**config.mk**
```make
export PLATFORM = sky130hd
export DESIGN_NAME = dps_sema_unit
export DESIGN_NICKNAME = d
export VERILOG_FILES = /design/src/rtl/dps_pkg.sv /design/src/rtl/dps_rst_sync.sv /design/src/rtl/dps_port_decode.sv /design/src/rtl/dps_sema_cell.sv /design/src/rtl/dps_read_port.sv /design/src/rtl/dps_sema_unit.sv
export SDC_FILE = /design/constraint.sdc
export NUM_CORES = 1
export LEC_CHECK = 0
export BUFFER_PORTS_ARGS = -buffer_cell sky130_fd_sc_hd__buf_2
export CORE_UTILIZATION = 28
export CTS_CLUSTER_SIZE = 10
export DETAILED_ROUTE_END_ITERATION = 6
export PLACE_DENSITY_LB_ADDON = 0.15
export SKIP_LAST_GASP = 1
export SYNTH_ARGS = -nofsm -noshare
export SYNTH_HDL_FRONTEND = slang
export SYNTH_SLANG_ARGS = --single-unit
```
**constraint.sdc**
```tcl
create_clock -name clk_i -period 1 [get_ports clk_i]
set_input_delay 0.15 -clock clk_i [delete_from_list [all_inputs] [get_ports clk_i]]
set_output_delay 0.15 -clock clk_i [all_outputs]
set_load 0.1 [all_outputs]
```
**src/rtl/dps_pkg.sv**
```systemverilog
package dps_pkg;

  typedef enum logic [1:0] {
    TOK_FREE  = 2'd0,
    TOK_LEFT  = 2'd1,
    TOK_RIGHT = 2'd2
  } tok_owner_e;

endpackage

```
**src/rtl/dps_rst_sync.sv**
```systemverilog
module dps_rst_sync #(
  parameter int STAGES = 2
) (
  input  logic clk_i,
  input  logic rst_n_i,
  output logic rst_n_o
);

  logic [STAGES-1:0] chain_q;

  always_ff @(posedge clk_i or negedge rst_n_i) begin
    if (!rst_n_i) begin
      chain_q <= '0;
    end else begin
      chain_q <= {chain_q[STAGES-2:0], 1'b1};
    end
  end

  assign rst_n_o = chain_q[STAGES-1];

endmodule

```
**src/rtl/dps_port_decode.sv**
```systemverilog
module dps_port_decode #(
  parameter int NUM_SEMA = 8,
  parameter int ADDR_W   = 8,
  localparam int SEL_W   = $clog2(NUM_SEMA)
) (
  input  logic                sel_i,
  input  logic                wr_i,
  input  logic [ADDR_W-1:0]   addr_i,
  input  logic                din_i,
  output logic [NUM_SEMA-1:0] take_o,
  output logic [NUM_SEMA-1:0] drop_o,
  output logic                rd_o,
  output logic [SEL_W-1:0]    idx_o
);

  logic wr_go;

  assign wr_go = sel_i & wr_i;
  assign rd_o  = sel_i & ~wr_i;
  assign idx_o = addr_i[SEL_W-1:0];

  generate
    if (ADDR_W > SEL_W) begin : g_hi
      logic addr_hi_unused;
      assign addr_hi_unused = ^addr_i[ADDR_W-1:SEL_W];
    end
  endgenerate

  generate
    for (genvar i = 0; i < NUM_SEMA; i++) begin : g_hit
      logic hit;
      assign hit       = wr_go & (idx_o == SEL_W'(i));
      assign take_o[i] = hit & ~din_i;
      assign drop_o[i] = hit & din_i;
    end
  endgenerate

endmodule

```
**src/rtl/dps_sema_cell.sv**
```systemverilog
module dps_sema_cell
  import dps_pkg::*;
(
  input  logic clk_i,
  input  logic rst_n_i,
  input  logic l_take_i,
  input  logic l_drop_i,
  input  logic r_take_i,
  input  logic r_drop_i,
  output logic own_l_o,
  output logic own_r_o
);

  tok_owner_e owner_q, owner_d;
  logic       wait_l_q, wait_l_d;
  logic       wait_r_q, wait_r_d;
  logic       upd_en;
  logic       wait_l_eff, wait_r_eff;

  assign upd_en     = l_take_i | l_drop_i | r_take_i | r_drop_i;
  assign wait_l_eff = (wait_l_q | l_take_i) & ~l_drop_i;
  assign wait_r_eff = (wait_r_q | r_take_i) & ~r_drop_i;

  always_comb begin
    owner_d  = owner_q;
    wait_l_d = wait_l_q;
    wait_r_d = wait_r_q;
    case (owner_q)
      TOK_FREE: begin
        wait_l_d = 1'b0;
        wait_r_d = 1'b0;
        if (l_take_i) begin
          owner_d  = TOK_LEFT;
          wait_r_d = r_take_i;
        end else if (r_take_i) begin
          owner_d  = TOK_RIGHT;
        end
      end
      TOK_LEFT: begin
        wait_l_d = 1'b0;
        if (l_drop_i) begin
          owner_d  = wait_r_eff ? TOK_RIGHT : TOK_FREE;
          wait_r_d = 1'b0;
        end else begin
          wait_r_d = wait_r_eff;
        end
      end
      TOK_RIGHT: begin
        wait_r_d = 1'b0;
        if (r_drop_i) begin
          owner_d  = wait_l_eff ? TOK_LEFT : TOK_FREE;
          wait_l_d = 1'b0;
        end else begin
          wait_l_d = wait_l_eff;
        end
      end
      default: begin
        owner_d  = TOK_FREE;
        wait_l_d = 1'b0;
        wait_r_d = 1'b0;
      end
    endcase
  end

  always_ff @(posedge clk_i or negedge rst_n_i) begin
    if (!rst_n_i) begin
      owner_q  <= TOK_FREE;
      wait_l_q <= 1'b0;
      wait_r_q <= 1'b0;
    end else if (upd_en) begin
      owner_q  <= owner_d;
      wait_l_q <= wait_l_d;
      wait_r_q <= wait_r_d;
    end
  end

  assign own_l_o = (owner_q == TOK_LEFT);
  assign own_r_o = (owner_q == TOK_RIGHT);

endmodule

```
**src/rtl/dps_read_port.sv**
```systemverilog
module dps_read_port #(
  parameter int NUM_SEMA = 8,
  localparam int SEL_W   = $clog2(NUM_SEMA)
) (
  input  logic                clk_i,
  input  logic                rst_n_i,
  input  logic                rd_i,
  input  logic [SEL_W-1:0]    idx_i,
  input  logic [NUM_SEMA-1:0] own_vec_i,
  output logic                dout_o
);

  logic dout_q, dout_d;

  always_comb begin
    dout_d = ~own_vec_i[idx_i];
  end

  always_ff @(posedge clk_i or negedge rst_n_i) begin
    if (!rst_n_i) begin
      dout_q <= 1'b1;
    end else if (rd_i) begin
      dout_q <= dout_d;
    end
  end

  assign dout_o = dout_q;

endmodule

```
**src/rtl/dps_sema_unit.sv**
```systemverilog
module dps_sema_unit #(
  parameter int NUM_SEMA = 8,
  parameter int ADDR_W   = 8
) (
  input  logic              clk_i,
  input  logic              rst_n_i,
  input  logic              lft_sel_i,
  input  logic              lft_wr_i,
  input  logic [ADDR_W-1:0] lft_addr_i,
  input  logic              lft_din_i,
  output logic              lft_dout_o,
  input  logic              rgt_sel_i,
  input  logic              rgt_wr_i,
  input  logic [ADDR_W-1:0] rgt_addr_i,
  input  logic              rgt_din_i,
  output logic              rgt_dout_o
);

  localparam int SEL_W = $clog2(NUM_SEMA);

  logic                rst_sync_n;
  logic [NUM_SEMA-1:0] l_take, l_drop, r_take, r_drop;
  logic [NUM_SEMA-1:0] own_l_vec, own_r_vec;
  logic                l_rd, r_rd;
  logic [SEL_W-1:0]    l_idx, r_idx;

  dps_rst_sync #(.STAGES(2)) u_rst_sync (
    .clk_i   (clk_i),
    .rst_n_i (rst_n_i),
    .rst_n_o (rst_sync_n)
  );

  dps_port_decode #(.NUM_SEMA(NUM_SEMA), .ADDR_W(ADDR_W)) u_dec_l (
    .sel_i  (lft_sel_i),
    .wr_i   (lft_wr_i),
    .addr_i (lft_addr_i),
    .din_i  (lft_din_i),
    .take_o (l_take),
    .drop_o (l_drop),
    .rd_o   (l_rd),
    .idx_o  (l_idx)
  );

  dps_port_decode #(.NUM_SEMA(NUM_SEMA), .ADDR_W(ADDR_W)) u_dec_r (
    .sel_i  (rgt_sel_i),
    .wr_i   (rgt_wr_i),
    .addr_i (rgt_addr_i),
    .din_i  (rgt_din_i),
    .take_o (r_take),
    .drop_o (r_drop),
    .rd_o   (r_rd),
    .idx_o  (r_idx)
  );

  generate
    for (genvar i = 0; i < NUM_SEMA; i++) begin : g_cell
      dps_sema_cell u_cell (
        .clk_i    (clk_i),
        .rst_n_i  (rst_sync_n),
        .l_take_i (l_take[i]),
        .l_drop_i (l_drop[i]),
        .r_take_i (r_take[i]),
        .r_drop_i (r_drop[i]),
        .own_l_o  (own_l_vec[i]),
        .own_r_o  (own_r_vec[i])
      );
    end
  endgenerate

  dps_read_port #(.NUM_SEMA(NUM_SEMA)) u_rd_l (
    .clk_i     (clk_i),
    .rst_n_i   (rst_sync_n),
    .rd_i      (l_rd),
    .idx_i     (l_idx),
    .own_vec_i (own_l_vec),
    .dout_o    (lft_dout_o)
  );

  dps_read_port #(.NUM_SEMA(NUM_SEMA)) u_rd_r (
    .clk_i     (clk_i),
    .rst_n_i   (rst_sync_n),
    .rd_i      (r_rd),
    .idx_i     (r_idx),
    .own_vec_i (own_r_vec),
    .dout_o    (rgt_dout_o)
  );

endmodule

```
Yosys cells after proc, flatten, opt, wreduce, memory -nomap -nowiden
Index checks and enable logic that the tools add are counted.
W data, S select, Z words.
Storage, ports and cells
  bits in registers: 36
  output and inout port bits: 2
  logic and storage cells: 331
  input bits: 24
Cells by class
  reductions and logical operators: 18
  equality and inequality tests: 54
  multiplexer cells: 100
  $lt $le $gt $ge: 2
  bitwise logic cells: 130
Operators with widths (count)
  $mux W2: 40
  $and A1 B1 Y1: 68
  $pmux W2 S3: 8
  $mux W1: 42
  $or A1 B1 Y1: 40
  $ne A2 B1 Y1 const B: 16
  $reduce_and A4 Y1: 8
  $eq A3 B3 Y1 const B: 8
  $ne A3 B1 Y1 const B: 8
  $not A1 Y1: 22
  $eq A2 B1 Y1 const B: 8
  $eq A2 B2 Y1 const B: 8
  $logic_not A2 Y1: 8
  $pmux W1 S2: 8
  $eq A3 B2 Y1 const B: 4
  $lt A3 B4 Y1 const B: 2
  $bmux W1 S3: 2
  $eq A3 B1 Y1 const B: 2
  $logic_not A3 Y1: 2

Depth between registers and ports, before layout
Gate-level depths: netlist of the first run.
  depth in word-level cells: 8
  mapped depth: 6
  gate-level depth less buffers: 5

Hierarchy
Synthesis of the first run repeated with hierarchy kept, for this count alone.
Unflattened totals
  cells, all modules: 321
  area total of the unflattened synthesis: 2904.0 µm²
By module, submodules not included
  dps_sema_cell: cells an instance 31, area an instance 292.8 µm², sequential area each 100.1 µm², times used 8
  dps_port_decode: cells an instance 27, area an instance 145.1 µm², sequential area each 0.0 µm², times used 2
  dps_read_port: cells an instance 8, area an instance 108.9 µm², sequential area each 26.3 µm², times used 2
  dps_rst_sync: cells an instance 3, area an instance 53.8 µm², sequential area each 50.0 µm², times used 1

Least setup slack after synthesis of the first run
No wires, ideal clock.
  path kind: input port to flip-flop
  start: in rgt_addr_i[2]
  end: reg g_cell[4].u_cell.owner_q[0]
  stages on the path: 6
  setup time: 125 ps
  data arrival time: 1353 ps
  required time: 875 ps
  path slack: -478 ps
  buffers on the path: 1
  cell sequence: buf_2 nor2b_1 nand3_2 a211oi_1 a211o_1 mux2_4
Between the ends
  word-level cells in the longest chain between the ends: 6
  elaborated cells on any way between the ends: 9
  those cells by class: eq/ne: 3; bitwise: 5; reduce/logical: 1
Ends and longest elaborated chain
  start: declaration: RTL line dps_sema_unit.sv:14  | input logic [ADDR_W-1:0] rgt_addr_i,
  $eq A3 B3 Y1 (*): RTL line dps_port_decode.sv:32  | assign hit = wr_go & (idx_o == SEL_W'(i));
  $and A1 B1 Y1 (*): RTL line dps_port_decode.sv:32
  $and A1 B1 Y1: RTL line dps_port_decode.sv:33  | assign take_o[i] = hit & ~din_i;
  $or A1 B1 Y1 (2 in a row): RTL line dps_sema_cell.sv:20  | assign upd_en = l_take_i | l_drop_i | r_take_i | r_drop_i;
  $reduce_and A4 Y1 (no source line) (*)
  end signal: assignment: RTL line dps_sema_cell.sv:71  | owner_q <= owner_d;
  end: declaration: RTL line dps_sema_cell.sv:14  | tok_owner_e owner_q, owner_d;
Every way passes the cells marked *; elsewhere a longest branch is shown, timed or not.
A chain may end at the register's enable or synchronous reset.

Final worst setup path of the first run
  start: reg g_cell[3].u_cell.owner_q[0]
  end: reg u_rd_l.dout_q (netlist: u_rd_l.dout_o)
Between the ends
  word-level cells in the longest chain between the ends: 4
Ends and longest elaborated chain
  start: declaration: RTL line dps_sema_cell.sv:14
  start signal: assignment: RTL line dps_sema_cell.sv:71
  $eq A2 B1 Y1: RTL line dps_sema_cell.sv:77  | assign own_l_o = (owner_q == TOK_LEFT);
  $bmux W1 S3: RTL line dps_read_port.sv:16  | dout_d = ~own_vec_i[idx_i];
  $mux W1 (implied by the code): RTL line dps_read_port.sv:16
  $not A1 Y1: RTL line dps_read_port.sv:16
  end signal: assignment: RTL line dps_read_port.sv:23  | dout_q <= dout_d;
  end: declaration: RTL line dps_read_port.sv:13  | logic dout_q, dout_d;
Every way passes these cells. The select of a mux whose other input is x is not followed.

==> results of run 1 <==
synthesized netlist by cell type (all sizes together) (2+ instances only):
master	count
a211o	2
a211oi	6
a21oi	15
a221oi	4
a31o	2
a31oi	4
a32o	3
a32oi	6
and3	8
and3b	2
buf	10
clkbuf	11
dfrtp	34
dfstp	2
inv	16
mux2	4
mux2i	2
mux4	2
nand2	39
nand2b	10
nand3	24
nand3b	4
nand4	2
nor2	26
nor2b	9
nor3	12
nor3b	3
nor4	3
o2111ai	2
o211a	2
o211ai	5
o21a	2
o21ai	22
o22a	4
o22ai	8
o2bb2ai	2
o311ai	3
o32a	2
o41ai	2
or3	3
or4	2
xnor2	2
registers in the layout, indices dropped and copies added (netlist names):
signal	count
u_rd_l.dout_o	1
g_cell.u_cell.wait_r_q	8
u_rd_r.dout_o	1
g_cell.u_cell.wait_l_q	8
g_cell.u_cell.owner_q	16
u_rst_sync.chain_q	2
path summary, 6_finish.rpt:
kind	slack, ps	endpoint	start
min	10	u_rd_r.dout_o$_DFFE_PN1P_	rgt_wr_i
min in group asynchronous	160	u_rst_sync.chain_q[0]$_DFF_PN0_	rst_n_i
max reg2reg	-440	u_rd_l.dout_o$_DFFE_PN1P_	g_cell[3].u_cell.owner_q[0]$_DFFE_PN0P_
max	-440	u_rd_l.dout_o$_DFFE_PN1P_	g_cell[3].u_cell.owner_q[0]$_DFFE_PN0P_
min reg2reg	220	g_cell[3].u_cell.wait_l_q$_DFFE_PN0P_	u_rst_sync.chain_q[1]$_DFF_PN0_
max in group asynchronous	500	u_rd_r.dout_o$_DFFE_PN1P_	u_rst_sync.chain_q[1]$_DFF_PN0_
per-layer routing:
metal,up-vias,routed length (um),GRT usage [%],part of all wire (%)
met1,1637,4712,26.81,45
met2,68,5149,36.53,49
met4,0,220,6.800,2.1
li1,1588,-,-,-
met5,-,0,0,0
met3,21,365,3.313,3.5
stage by stage:
step	utilization, %	setup TNS [ps]	instances	hold slack [ps]	power [uW]
6_report	55.16	-6646	617	13.80	8983
5_1_grt	55.16	-8314	617	11.55	9536
3_3_place_gp	43.18	-14930	580	-65.33	6088
4_1_cts	49.50	-5513	602	7.676	8323
2_1_floorplan	-	-4348	341	-145.6	4582
3_5_place_dp	43.18	-15660	580	-61.84	6139
power groups by stage:
stage	logic [uW]	registers, uW	clock network (uW)
floorplan	2070	2510	0
global placement	3680	2410	0
detailed placement	3710	2420	0
CTS	4480	2460	1380
global route	5510	2590	1430
finish	5120	2520	1340
cell type report:
cell class | instances | area (um2)
Inverter | 16 | 60.06
Tap cell | 129 | 161.4
Fill cell | 828 | 4222
Clock inverter | 2 | 35.03
Timing Repair Buffer | 160 | 1458
Sequential cell | 36 | 908.4
Multi-Input combinational cell | 268 | 2499
Clock buffer | 6 | 72.57
critical path, delay by kind of cell (launching register included):
family	cells	cell delay [ps]
compound gates	2	640
simple gates	2	320
flops	1	380
repair_timing:
action	in CTS	in global routing
gates cloned	0	0
buffers inserted	15	24
hold buffers	1	0
endpoints found under the hold margin	2	0
resized for setup	97	99
setup endpoints to repair	35	36
pin swaps	44	58
kinds of logic (layout without fill, tap and decap cells):
family,after synthesis,in the layout
other,1,1
muxes,8,8
xor gates and xnor gates,3,3
and+or+nand+nor,148,148
DFF,36,36
buffers and inverters,37,184
AOI/OAI and AO/OA,108,108
==> impl_results.md, run 1 <==
* Status: finished with violations
* Violated checks: negative setup slack
* Hold path depth at 2
* Unrepaired setup endpoints after global routing: yes
* Crit path capture type: register
* Crit-path cells: nor2b_1 -> a221o_1 -> and3_1 -> o41ai_2
* Setup CP Type: reg -> reg
* Most frequent cells in the layout: 105 x buf_4, 43 x buf_6, 30 x dfrtp_1
* Cell Area, Placed at 4065 um2
* Mapped Area at 2769 um2
* Cell taking the most area after synthesis: dfrtp_1
* Final hold violation count at 0
* Data arrival, critical path at 1640 ps
* Global placement routability congestion at 0.8292
* DP Wirelength at 7.332 mm
* Crit start category: register
* Internal Pwr Total at 5463 uW
* Initial Utilization at 29.41%
* Share of the synthesized area in the top cell type at 30.73%
* Total CTS buffers at 5
* EDFF count, synth at 0
* Total gr overflow at 0
* Final setup fails at 33
* DR vias/cell at 5.371
* Share of cells above drive strength 1 at 63.93%
* Antenna violations before repair at 0
* Num Clock Sinks at 36
* Vias in the first global route at 3385
* Post-synthesis mux area share at 4.112%
* Pre-CTS WS at -628.4 ps
* Synth Register Bits at 36
* NetSw at 3520 uW
* Mapped Cells at 341
* Post-DRT Antenna Nets at 0
* Largest net degree at the start of global routing at 35
* Iter 0 DRT Violations at 98
* Inserted Diodes at 0
* Max FO, Critical Path at 2
* Layout Skew at 8.776 ps
* Clk slew on worst S/H paths at 80 ps
* First-pass GRT wire length at 16.58 mm
* IR drop worst, VDD at 0.0009276 V
* Sequential power share at 28.1%
* Hold Path Class: in -> reg
* Critical path's slowest cell: dfrtp_1
* All-Layer GR Usage at 21.08%
* Yosys warnings at 0
* Crit path largest cell delay at 380 ps
* Clock network fraction of design power at 14.9%
* Largest cells by area after synthesis: dfrtp_1 31%, nand2_1 5.0%, o21ai_0 4.0%
* Final slew viol count at 0
* Pre-Repair DR Iteration Count at 5
* Post-Syn Nets at 365
* Die ar. at 10290 um2
* Register area share after synthesis at 32.63%
* Final Instance Area at 5194 um2
* Ys flop type: dfrtp_1
* Fmax at 0.6962 GHz
* IO Count at 26
* Clk_lat worst skew at 300 ps
* Wire length per cell at 16.93 um
* # DRC at 0
* Sw frac at 39.19%
* Synth Area in Compound Gates at 28.38%
* Layout area overhead at 87.57%
* Total number of vias at 3314
* Syn_area_per_cell at 8.120 um2
* Fin crit period at 1436 ps
* Fin worst setup slack at -436.3 ps
* Post-route clock period utilization at 143.6%
* Die Y at 101.4 um
* Final WL at 10.45 mm
* Leakage at 0.002165 uW
* Post-synthesis xor/xnor area fraction at 0.9489%
* Nets at 511
* Post-synth cell types at 68
* Area share of and/or/nand/nor cells after synthesis at 27.70%
* PD cells at 1730 nW/um2
* Critical path required time at 1200 ps
* CTS tree: built
* Async S/R FF share, synth at 100.0%
* CORE AREA at 9415 um2
* R2R depth at 4
* Largest family of logic cells by synthesized area: compound AO/OA/AOI/OAI gates
* Clock Path Buffers at 2
* CTS root buffer: clkbuf_8
* H-tree Lvls at 2
* Port bufs at 15
* Die width at 101.4 um
* Most common cell after layout, fill and taps aside: buf_4
* Row count at 35
* Synth Area in Adders at 0%
* Max-cap violations at 0
* Gate power share at 57.0%
Note: power is estimated with default switching activity, not from simulation.
==> run 2: changes to the inputs <==
--- a/config.mk
+++ b/config.mk
@@ -9,7 +9,6 @@
 export CORE_UTILIZATION = 28
 export CTS_CLUSTER_SIZE = 10
 export DETAILED_ROUTE_END_ITERATION = 6
-export PLACE_DENSITY_LB_ADDON = 0.15
 export SKIP_LAST_GASP = 1
 export SYNTH_ARGS = -nofsm -noshare
 export SYNTH_HDL_FRONTEND = slang
==> run 2 against run 1 <==
Effect of this change:
- the flow still finishes with violations (negative setup slack)
- via count rose by 0.88%
- hold slack better by 99 ps
- global-route usage is 0.15 points lower
- flip-flop and latch count stayed put
- first-iteration DRC count up 120%
- maximum frequency grew 4.3%
- clock skew is 2.9 ps higher
- power shrank 2.0%
- setup slack better by 59 ps
- critical path type unchanged
==> impl_results.md, run 2 (same netlist as run 1, synthesis figures left out) <==
* R2R Path Start: g_cell[5].u_cell.owner_q[0]$_DFFE_PN0P_
* Final Instance Area at 5060 um2
* Clk slew on worst S/H paths at 90 ps
* CTS tree: built
* Die ar. at 10290 um2
* First-pass GRT wire length at 16.59 mm
* Largest regs: g_cell.u_cell.owner_q x16, g_cell.u_cell.wait_l_q x8, g_cell.u_cell.wait_r_q x8
* Num Clock Sinks at 36
* CTS root buffer: clkbuf_8
* Violated checks: negative setup slack
* DR vias/cell at 5.480
* Fmax at 0.7263 GHz
* Non-Filler Instances at 610
* Pre-Repair DR Iteration Count at 4
* Post-route clock period utilization at 137.7%
* Most common cell after layout, fill and taps aside: buf_4
* Reg2reg setup slack at -380 ps
* H-tree Lvls at 2
* Most frequent cells in the layout: 108 x buf_4, 32 x buf_6, 31 x dfrtp_1
* Total number of vias at 3343
* Crit start category: register
* Post-DRT Antenna Nets at 0
* Die width at 101.4 um
* Inserted Diodes at 0
* Total gr overflow at 0
* All-Layer GR Usage at 20.93%
* Final setup fails at 30
* Hold Path Class: in -> reg
* Fin crit period at 1377 ps
* Placed Cells incl. Taps at 580
* CORE AREA at 9415 um2
* Antenna violations before repair at 0
* Hold worst-path end: u_rd_l.dout_o$_DFFE_PN1P_
* Initial Utilization at 29.41%
* Crit Reg-Reg Endpoint: u_rd_l.dout_o$_DFFE_PN1P_
* Setup CP Type: reg -> reg
* Share of cells above drive strength 1 at 60.91%
* Leakage at 0.002109 uW
* Fin worst setup slack at -376.9 ps
* Crit path capture type: register
* Nets at 504
* Unrepaired setup endpoints after global routing: yes
* Hold_sp: lft_wr_i
* Iter 0 DRT Violations at 212
* R2R depth at 5
* Max-cap violations at 0
* Crit path from: g_cell[5].u_cell.owner_q[0]$_DFFE_PN0P_
* Row count at 35
* Die Y at 101.4 um
* Vias in the first global route at 3377
* Final hold violation count at 0
* Final Core Density at 53.74%
* Cell Area, Placed at 4053 um2
* Final WL at 10.65 mm
* Clock Path Buffers at 2
* Global placement routability congestion at 0.8941
* Clk_lat worst skew at 300 ps
* Layout area overhead at 82.74%
* Data arrival, critical path at 1590 ps
* IO Count at 26
* Wire length per cell at 17.46 um
* Largest register FFs at 16
* Largest net degree at the start of global routing at 20
* Final slew viol count at 0
* Largest reg by FF count: g_cell.u_cell.owner_q
* Hold path depth at 3
* Total CTS buffers at 5
* PD cells at 1740 nW/um2
* DP Wirelength at 7.350 mm
* Critical path required time at 1220 ps
* Max FO, Critical Path at 3
* Layout Skew at 11.63 ps
* Status: finished with violations
* Port bufs at 15
* # DRC at 0
* IR drop worst, VDD at 0.001305 V
## run 2: worst max-delay path by stage
| stage | end | cells past startpoint |
|---|---|---|
| CTS | g_cell[4].u_cell.owner_q[0]$_DFFE_PN0P_ | 4 |
| global placement | g_cell[0].u_cell.wait_r_q$_DFFE_PN0P_ | 8 |
| floorplan | g_cell[4].u_cell.owner_q[0]$_DFFE_PN0P_ | 5 |
| global route | g_cell[4].u_cell.owner_q[0]$_DFFE_PN0P_ | 4 |
| detailed placement | g_cell[4].u_cell.owner_q[0]$_DFFE_PN0P_ | 6 |
| finish | u_rd_l.dout_o$_DFFE_PN1P_ | 5 |
## run 2: final cells by class
| class | count | area [um2] |
|---|---|---|
| fillers | 792 | 4355 |
| multi-input cells | 268 | 2470 |
| repair buffers | 153 | 1361 |
| flip-flops and latches | 36 | 907.1 |
| well taps | 129 | 161.4 |
| clock buffers | 8 | 100.1 |
| inverters | 16 | 60.06 |
## run 2: critical path, stage by stage (launching register included)
cell,delay [ps]
dfrtp_1,430
nand2b_1,140
buf_4,130
o211ai_1,90
and3_4,220
o41ai_4,280
## run 2: what timing repair did
item / in CTS / in global routing
gates resized for setup: 99 / 68
hold endpoints to repair: 2 / 0
setup endpoints to repair: 36 / 35
pin swaps: 35 / 31
cloned: 0 / 0
hold buffers: 1 / 0
setup buffers: 14 / 15
## run 2: per-layer routing
layer / wire length (um) / vias up / global-route usage [%] / part of all wire, %
li1: - / 1556 / - / -
met1: 4629 / 1695 / 25.95 / 43
met2: 5420 / 74 / 36.63 / 51
met3: 387 / 18 / 3.589 / 3.6
met4: 213 / 0 / 7.246 / 2.0
met5: 0 / - / 0 / 0
## run 2: power breakdown
part | switching, uW | internal [uW] | total, uW
logic | 2390 | 2710 | 5100
clock network | 596 | 631 | 1230
registers | 505 | 1970 | 2480
total | 3500 | 5310 | 8800
## run 2: through the flow
step / setup WS (ps) / hold slack [ps] / total power (uW) / TNS (ps)
3_3_place_gp: -539.1 / -63.65 / 5937 / -14810
2_1_floorplan: -395.8 / -145.6 / 4582 / -4348
3_5_place_dp: -560.3 / -63.11 / 6006 / -15690
6_report: -376.9 / 112.9 / 8804 / -5540
4_1_cts: -381.9 / 100.1 / 8091 / -5178
5_1_grt: -427.2 / 118.0 / 9302 / -7211
